## src/rtl/load_use_stall.sv

```systemverilog
module load_use_stall #(
  parameter int IW     = 32,
  parameter int OP_LSB = 22,
  parameter int OP_W   = 3,
  parameter int RF_W   = 3,
  parameter int RA_LSB = 19,
  parameter int RB_LSB = 16
) (
  input  logic [IW-1:0] dec_word,
  input  logic [IW-1:0] exe_word,
  input  logic          redirect,
  output logic          hazard,
  output logic          hold,
  output logic          pc_en,
  output logic          fd_en,
  output logic          fd_squash,
  output logic          de_squash
);
  localparam logic [OP_W-1:0] OP_ADD  = OP_W'(0);
  localparam logic [OP_W-1:0] OP_NAND = OP_W'(1);
  localparam logic [OP_W-1:0] OP_LD   = OP_W'(2);
  localparam logic [OP_W-1:0] OP_ST   = OP_W'(3);
  localparam logic [OP_W-1:0] OP_BEQ  = OP_W'(4);

  logic [OP_W-1:0] dec_op, exe_op;
  logic [RF_W-1:0] dec_ra, dec_rb, ld_dst;
  logic            reads_a, reads_b, hit_a, hit_b;

  assign dec_op = dec_word[OP_LSB +: OP_W];
  assign exe_op = exe_word[OP_LSB +: OP_W];
  assign dec_ra = dec_word[RA_LSB +: RF_W];
  assign dec_rb = dec_word[RB_LSB +: RF_W];
  assign ld_dst = exe_word[RB_LSB +: RF_W];

  always_comb begin
    reads_a = 1'b0;
    reads_b = 1'b0;
    case (dec_op)
      OP_ADD, OP_NAND, OP_BEQ: begin reads_a = 1'b1; reads_b = 1'b1; end
      OP_LD, OP_ST:            reads_a = 1'b1;
      default: ;
    endcase
  end

  assign hit_a  = reads_a && (dec_ra == ld_dst);
  assign hit_b  = reads_b && (dec_rb == ld_dst);
  assign hazard = (exe_op == OP_LD) && (hit_a || hit_b);

  assign hold      = hazard && !redirect;
  assign pc_en     = !hold;
  assign fd_en     = !hold;
  assign fd_squash = redirect;
  assign de_squash = hazard || redirect;

  always_comb begin
    if (exe_op != OP_LD)
      p_no_load_no_stall_r1: assert (!hazard);
    if (exe_op == OP_LD && (dec_op == OP_ADD || dec_op == OP_NAND || dec_op == OP_BEQ)
        && (dec_ra == ld_dst || dec_rb == ld_dst))
      p_two_src_match_r2: assert (hazard);
    if (exe_op == OP_LD && (dec_op == OP_LD || dec_op == OP_ST) && dec_ra != ld_dst)
      p_base_only_r4: assert (!hazard);
    if (dec_op > OP_BEQ)
      p_no_reader_r5: assert (!hazard);
    if (hazard && !redirect)
      p_freeze_r6: assert (!pc_en && !fd_en && de_squash && !fd_squash);
    if (redirect)
      p_flush_wins_r7: assert (pc_en && fd_en && fd_squash && de_squash && !hold);
  end
endmodule

```

## config.mk

```make
export PLATFORM = sky130hd
export DESIGN_NAME = load_use_stall
export DESIGN_NICKNAME = d
export VERILOG_FILES = /design/src/rtl/load_use_stall.sv
export SDC_FILE = /design/constraint.sdc
export NUM_CORES = 1
export LEC_CHECK = 0
export ABC_AREA = 0
export BUFFER_PORTS_ARGS = -buffer_cell sky130_fd_sc_hd__buf_2
export CAP_MARGIN = 20
export CORE_AREA = 2 2 39 41
export DETAILED_ROUTE_END_ITERATION = 8
export DIE_AREA = 0 0 41 43
export GPL_ROUTABILITY_DRIVEN = 1
export GPL_TIMING_DRIVEN = 0
export PLACE_DENSITY = 0.69
export SLEW_MARGIN = 20
export SYNTH_ARGS = -nofsm -noshare
export SYNTH_HDL_FRONTEND = slang
export SYNTH_SLANG_ARGS = --single-unit
```

## constraint.sdc

```tcl
create_clock -name vclk -period 2.2
set_clock_uncertainty 0.2 [all_clocks]
set_input_delay 0.55 -clock vclk [all_inputs]
set_output_delay 0.55 -clock vclk [all_outputs]
set_load 0.005 [all_outputs]
```

==> summary.txt, run 1 <==
STA
  • Worst Tran Pin Value: 0.155 ns
  • Hold Slack: 1.19 ns
  • Fin crit period: 2.55 ns
  • Max Slew Vio Count: 0
  • Accumulated negative setup slack: -1.24 ns
  • Setup ws final: -0.351 ns
  • Slew headroom: 89.7%
  • Final setup viols: 5
  • Unrepaired setup endpoints after global routing: true
  • Final Hold Vio Count: 0
  • Max Fclk: 0.392 GHz
  • Crit share post-route: 116%

Logic synthesis
  • Synth area leaders: xnor2_1 20%, xor2_1 20%, a21oi_4 12%
  • Synth unique cells: 11
  • Synth top area share: 19.6%
  • Synth cell count leaders: 3 x xnor2_1, 3 x xor2_1, 2 x buf_4, 2 x nand3_1
  • Post-Synthesis Cell Area: 134 um^2
  • Net count after synthesis: 82
  • Seq/Total Area, Yosys: 0%
  • Mean area per synthesized cell: 7.88 um^2
  • Most area-hungry cell type in the Yosys netlist: xnor2_1
  • Synth warn: 0
  • Cell count after synthesis: 17

Route
  • # DRC: 0
  • Via density per instance: 3.63
  • Routed wire length: 444 um
  • Drt pass-1 iters: 4
  • Post-route ant nets: 0
  • DR vias: 203
  • Drt wl/cell: 7.93 um
  • Iter 0 DRT Violations: 7

Critical path
  • Worst path required time: 1.45 ns
  • Element type at the critical path end: output pin
  • CP peak stage delay: 0.52 ns
  • Largest delay share family, worst path: simple AND/OR/NAND/NOR gates
  • Critical Path Start Type: input pin
  • Critical Path Fanout Max: 4
  • Crit-path slowest cell: or4_4
  • Crit path arrival time: 1.80 ns
  • Worst path cell trace: buf_6 -> xor2_1 -> or4_4 -> a21oi_4 -> nand2b_1 -> buf_4 -> buf_2
  • WS Path Type: input pin to output pin
  • Worst path buffer plus inverter count: 3

Final layout
  • Fillcell total: 156
  • Area of the multi-input gates: 119 um^2
  • CLK BUF: 0
  • Layout Nets: 107
  • Non-Filler Instances: 56
  • Seq cells: 0
  • Ratio of cells with drive above 1 in the final layout: 67.5%
  • Sequential cell area: 0 um^2
  • Diode count: 0
  • Design area: 290 um^2
  • Area Growth Syn to Fin: 117%

Hold path
  • Hold_sp: redirect
  • Hold/Removal Path Class: input pin to output pin
  • Worst hold stages: 3
  • Hold endpoint: fd_squash

Place
  • IO Port Bufs: 22
  • DP Cell Count: 55
  • Dpl hpwl: 380 um
  • GPL Wtd Cong: 0.642
  • Cell Area, Placed: 264 um^2

Floorplan
  • Cell row count: 14
  • Die area: 1760 um^2
  • Die H: 43 um
  • Starting Density: 9.67%
  • Core Box Area: 1380 um^2
  • Die Wd: 41 um
  • I/O pin count: 71

Pwr
  • Pwr Density: 147 nW/um^2
  • Peak supply drop: 0.0000402 V
  • Pleak: 0.144 nW
  • Sequential fraction of design power: 0%
  • Internal Pwr Total: 0.0000267 W
  • Combinational Power Share: 100.0%
  • Clk pwr share: 0%
  • Switching share of power: 37.5%
  • Switching pwr: 0.0000160 W

GRT
  • GRT Util Overall: 5.00%
  • Initial antenna violation count: 0
  • First-pass GRT wire length: 621 um
  • Vias in the first global route: 159
  • Largest net degree at the start of global routing: 5
  • Overflow after GRT: 0

Status
  • Status: complete, but fails checks
  • Failing checks: negative setup slack

Run
  • Max_cap viols: 0

CTS
  • Hold Buf Count CTS: 0
kinds of logic after synthesis:
| family | synth area share (%) |
|---|---|
| simple gates | 33.6 |
| xor+xnor | 39.3 |
| compound gates | 15.9 |
| buf+inv | 11.2 |
power groups by stage:
| stage | Clock [W] | Combinational, W | Sequential (W) |
|---|---|---|---|
| after floorplan | 0 | 0.0000169 | 0 |
| after global routing | 0 | 0.0000474 | 0 |
| after global placement | 0 | 0.0000371 | 0 |
| after detailed placement | 0 | 0.0000381 | 0 |
| final | 0 | 0.0000427 | 0 |
| after CTS | 0 | 0.0000407 | 0 |
area by class of cell:
| type | instances | area share (%) |
|---|---|---|
| timing repair buffer | 23 | 47.0 |
| multi-input combinational | 15 | 40.9 |
| tap | 16 | 6.90 |
| buffer | 2 | 5.17 |
repair_timing:
action	CTS	global route
pin swaps	1	1
gates cloned	0	0
resized for setup	1	2
endpoints found under the setup margin	5	5
buffers inserted	1	0
tightest hold or removal path, cell delays in order:
cell and delay, ns:
buf_2 0.10, buf_4 0.10, buf_2 0.09
layer usage:
layer | track usage (%) | part of all wire (%) | up-vias
li1 | - | - | 101
met5 | 0 | 0 | -
met2 | 9.69 | 46 | 22
met3 | 0 | 18 | 0
met4 | 0 | 0 | 0
met1 | 6.01 | 36 | 80
metrics by stage:
stage | power (W) | util, % | setup slack (ns)
final | 0.0000427 | 21.0 | -0.351
after CTS | 0.0000407 | 20.1 | -0.360
after floorplan | 0.0000169 | - | -0.149
after detailed placement | 0.0000381 | 19.1 | -0.386
after global routing | 0.0000474 | 21.0 | -0.412
after global placement | 0.0000371 | 19.1 | -0.368
cells in the final DEF (no fill, tap or decap):
master    instances
nand2b_1          1
buf_6             3
xnor2_1           3
or2_1             1
xor2_1            3
nand3_1           2
buf_2            19
nor2_1            1
buf_4             3
and2b_1           1
o21ai_0           1
or4_4             1
a21oi_4           1
worst max path at each step:
stage	slack, ns	end	from	cells after the start
global route	-0.41	pc_en	dec_word[18]	7
detailed placement	-0.39	pc_en	exe_word[18]	7
floorplan	-0.15	pc_en	exe_word[18]	5
CTS	-0.36	pc_en	exe_word[18]	7
global placement	-0.37	pc_en	exe_word[18]	7
finish	-0.35	pc_en	dec_word[18]	7
Note: power is estimated with default switching activity, not from simulation.
==> inputs of run 2 (changes only) <==
--- a/config.mk
+++ b/config.mk
@@ -6,7 +6,7 @@
 export NUM_CORES = 1
 export LEC_CHECK = 0
 export ABC_AREA = 0
-export BUFFER_PORTS_ARGS = -buffer_cell sky130_fd_sc_hd__buf_2
+export BUFFER_PORTS_ARGS = -buffer_cell sky130_fd_sc_hd__buf_4
 export CAP_MARGIN = 20
 export CORE_AREA = 2 2 39 41
 export DETAILED_ROUTE_END_ITERATION = 8
==> run 2 against run 1 <==
Wire length up 6.3%; non-clock buffer count up 1; die area is the same; cell count increased by 1.8%; the flow still finishes with violations (negative setup slack); largest cell class unchanged; sequential share of layout area did not move; combinational power grew 15%; total power increased by 15%; via count grew 5.9%; cell area grew 22%.
==> summary.txt, run 2 (same netlist as run 1, synthesis figures left out) <==
Place
  • IO Port Bufs: 22 (unchanged)
  • GPL Wtd Cong: 0.614 (was 0.642)
  • Dpl ws: -0.406 ns (was -0.386 ns)

GRT
  • First-pass GRT wire length: 600 um (was 621 um)
  • Initial antenna violation count: 0 (unchanged)
  • Largest net degree at the start of global routing: 5 (unchanged)
  • Overflow after GRT: 0 (unchanged)
  • GRT Util Overall: 4.60% (was 5.00%)
  • Vias in the first global route: 186 (was 159)

Pwr
  • Peak supply drop: 0.0000449 V (was 0.0000402 V)
  • Pleak: 0.169 nW (was 0.144 nW)
  • Pwr Density: 140 nW/um^2 (was 147 nW/um^2)

STA
  • Fin crit period: 2.56 ns (was 2.55 ns)
  • Worst Tran Pin Value: 0.146 ns (was 0.155 ns)
  • Hold Slack: 1.17 ns (was 1.19 ns)
  • Unrepaired setup endpoints after global routing: true (unchanged)
  • Crit share post-route: 117% (was 116%)
  • Max Slew Vio Count: 0 (unchanged)
  • Setup ws final: -0.363 ns (was -0.351 ns)
  • Final Hold Vio Count: 0 (unchanged)
  • Max Fclk: 0.390 GHz (was 0.392 GHz)
  • Final setup viols: 5 (unchanged)
  • Accumulated negative setup slack: -1.49 ns (was -1.24 ns)
  • Slew headroom: 90.3% (was 89.7%)

Route
  • Drt wl/cell: 8.28 um (was 7.93 um)
  • Iter 0 DRT Violations: 0 (was 7)
  • Via density per instance: 3.77 (was 3.63)
  • Drt pass-1 iters: 1 (was 4)
  • Post-route ant nets: 0 (unchanged)
  • DR vias: 215 (was 203)
  • Routed wire length: 472 um (was 444 um)
  • # DRC: 0 (unchanged)

Final layout
  • Ratio of cells with drive above 1 in the final layout: 68.3% (was 67.5%)
  • Area of the multi-input gates: 119 um^2 (unchanged)
  • Sequential cell area: 0 um^2 (unchanged)
  • Diode count: 0 (unchanged)
  • Area Growth Syn to Fin: 164% (was 117%)
  • CLK BUF: 0 (unchanged)
  • Layout Nets: 108 (was 107)
  • Leading cell type in the layout, fill and taps excluded: buf_4 (was buf_2)
  • Fillcell total: 158 (was 156)
  • Commonest cells after routing, fill and taps aside: 21 x buf_4, 5 x buf_6, 3 x xnor2_1, 3 x xor2_1, 2 x nand3_1 (was 19 x buf_2, 3 x xnor2_1, 3 x xor2_1, 3 x buf_4, 3 x buf_6)
  • Seq cells: 0 (unchanged)

Critical path
  • Critical Path Fanout Max: 4 (unchanged)
  • Most used cell along the critical path: buf_6
  • Worst path required time: 1.45 ns (about the same)
  • WS Path Type: input pin to output pin (unchanged)
  • Crit path arrival time: 1.81 ns (was 1.80 ns)
  • Element type at the critical path end: output pin (unchanged)
  • Worst path buffer plus inverter count: 3 (unchanged)
  • Critical Path Start Type: input pin (unchanged)
  • CP peak stage delay: 0.53 ns (was 0.52 ns)
  • Crit-path slowest cell: or4_4 (unchanged)
  • Worst path cell trace: buf_6 -> xor2_1 -> or4_4 -> a21oi_4 -> nand2b_1 -> buf_4 -> buf_6 (was buf_6 -> xor2_1 -> or4_4 -> a21oi_4 -> nand2b_1 -> buf_4 -> buf_2)
  • Largest delay share family, worst path: simple AND/OR/NAND/NOR gates (unchanged)

Status
  • Status: complete, but fails checks (unchanged)
  • Failing checks: negative setup slack (unchanged)

Floorplan
  • Starting Density: 9.67% (unchanged)
  • I/O pin count: 71 (unchanged)
  • Die Wd: 41 um (unchanged)
  • Die H: 43 um (unchanged)
  • Cell row count: 14 (unchanged)
  • Core Box Area: 1380 um^2 (unchanged)
  • Die area: 1760 um^2 (unchanged)

Run
  • Max_cap viols: 0 (unchanged)

Hold path
  • Hold/Removal Path Class: input pin to output pin (unchanged)

CTS
  • Hold Buf Count CTS: 0 (unchanged)
run 2: cell count changes in the layout (fill, tap and decap cells not counted):
| cell | change |
|---|---|
| buf_2 | -19 |
| buf_4 | +18 |
| buf_6 | +2 |
run 2: layer usage:
metal  vias up  GRT usage [%]  wire, um
met3         0              0        99
met4         0              0         0
met2        22           9.38       220
met5         -              0         0
met1        90           5.06       152
li1        103              -         -
run 2: final timing paths:
kind,start,to,slack (ns),cells after the start
worst max-delay path,dec_word[18],pc_en,-0.36,7
worst min-delay path,redirect,fd_squash,1.17,3
run 2: timing repair:
action,in CTS,in global routing
pin swaps,3,3
gates cloned,0,0
buffers inserted,1,1
gates resized for setup,4,1
endpoints found under the setup margin,5,5
run 2: final cells by class:
| type | count | area share (%) |
|---|---|---|
| repair buffers | 24 | 56.4 |
| well taps | 16 | 5.67 |
| multi-input cells | 15 | 33.7 |
| plain buffers | 2 | 4.26 |
run 2: power by group:
group	leakage, nW	switching [W]	internal (W)
Combinational	0.169	0.0000154	0.0000338
Clock	0	0	0
Sequential	0	0	0
run 2: tightest hold or removal path, stage by stage:
cell and delay (ns):
buf_4 0.09, buf_4 0.09, buf_4 0.09
run 2: through the flow:
step / cell area (um^2) / utilization [%] / cells / total power (W)
after global routing: 353 / 25.5 / 57 / 0.0000537
after global placement: 319 / 23.1 / 55 / 0.0000467
after detailed placement: 319 / 23.1 / 55 / 0.0000475
after CTS: 342 / 24.7 / 56 / 0.0000495
after floorplan: 134 / - / 17 / 0.0000169
final: 353 / 25.5 / 57 / 0.0000493
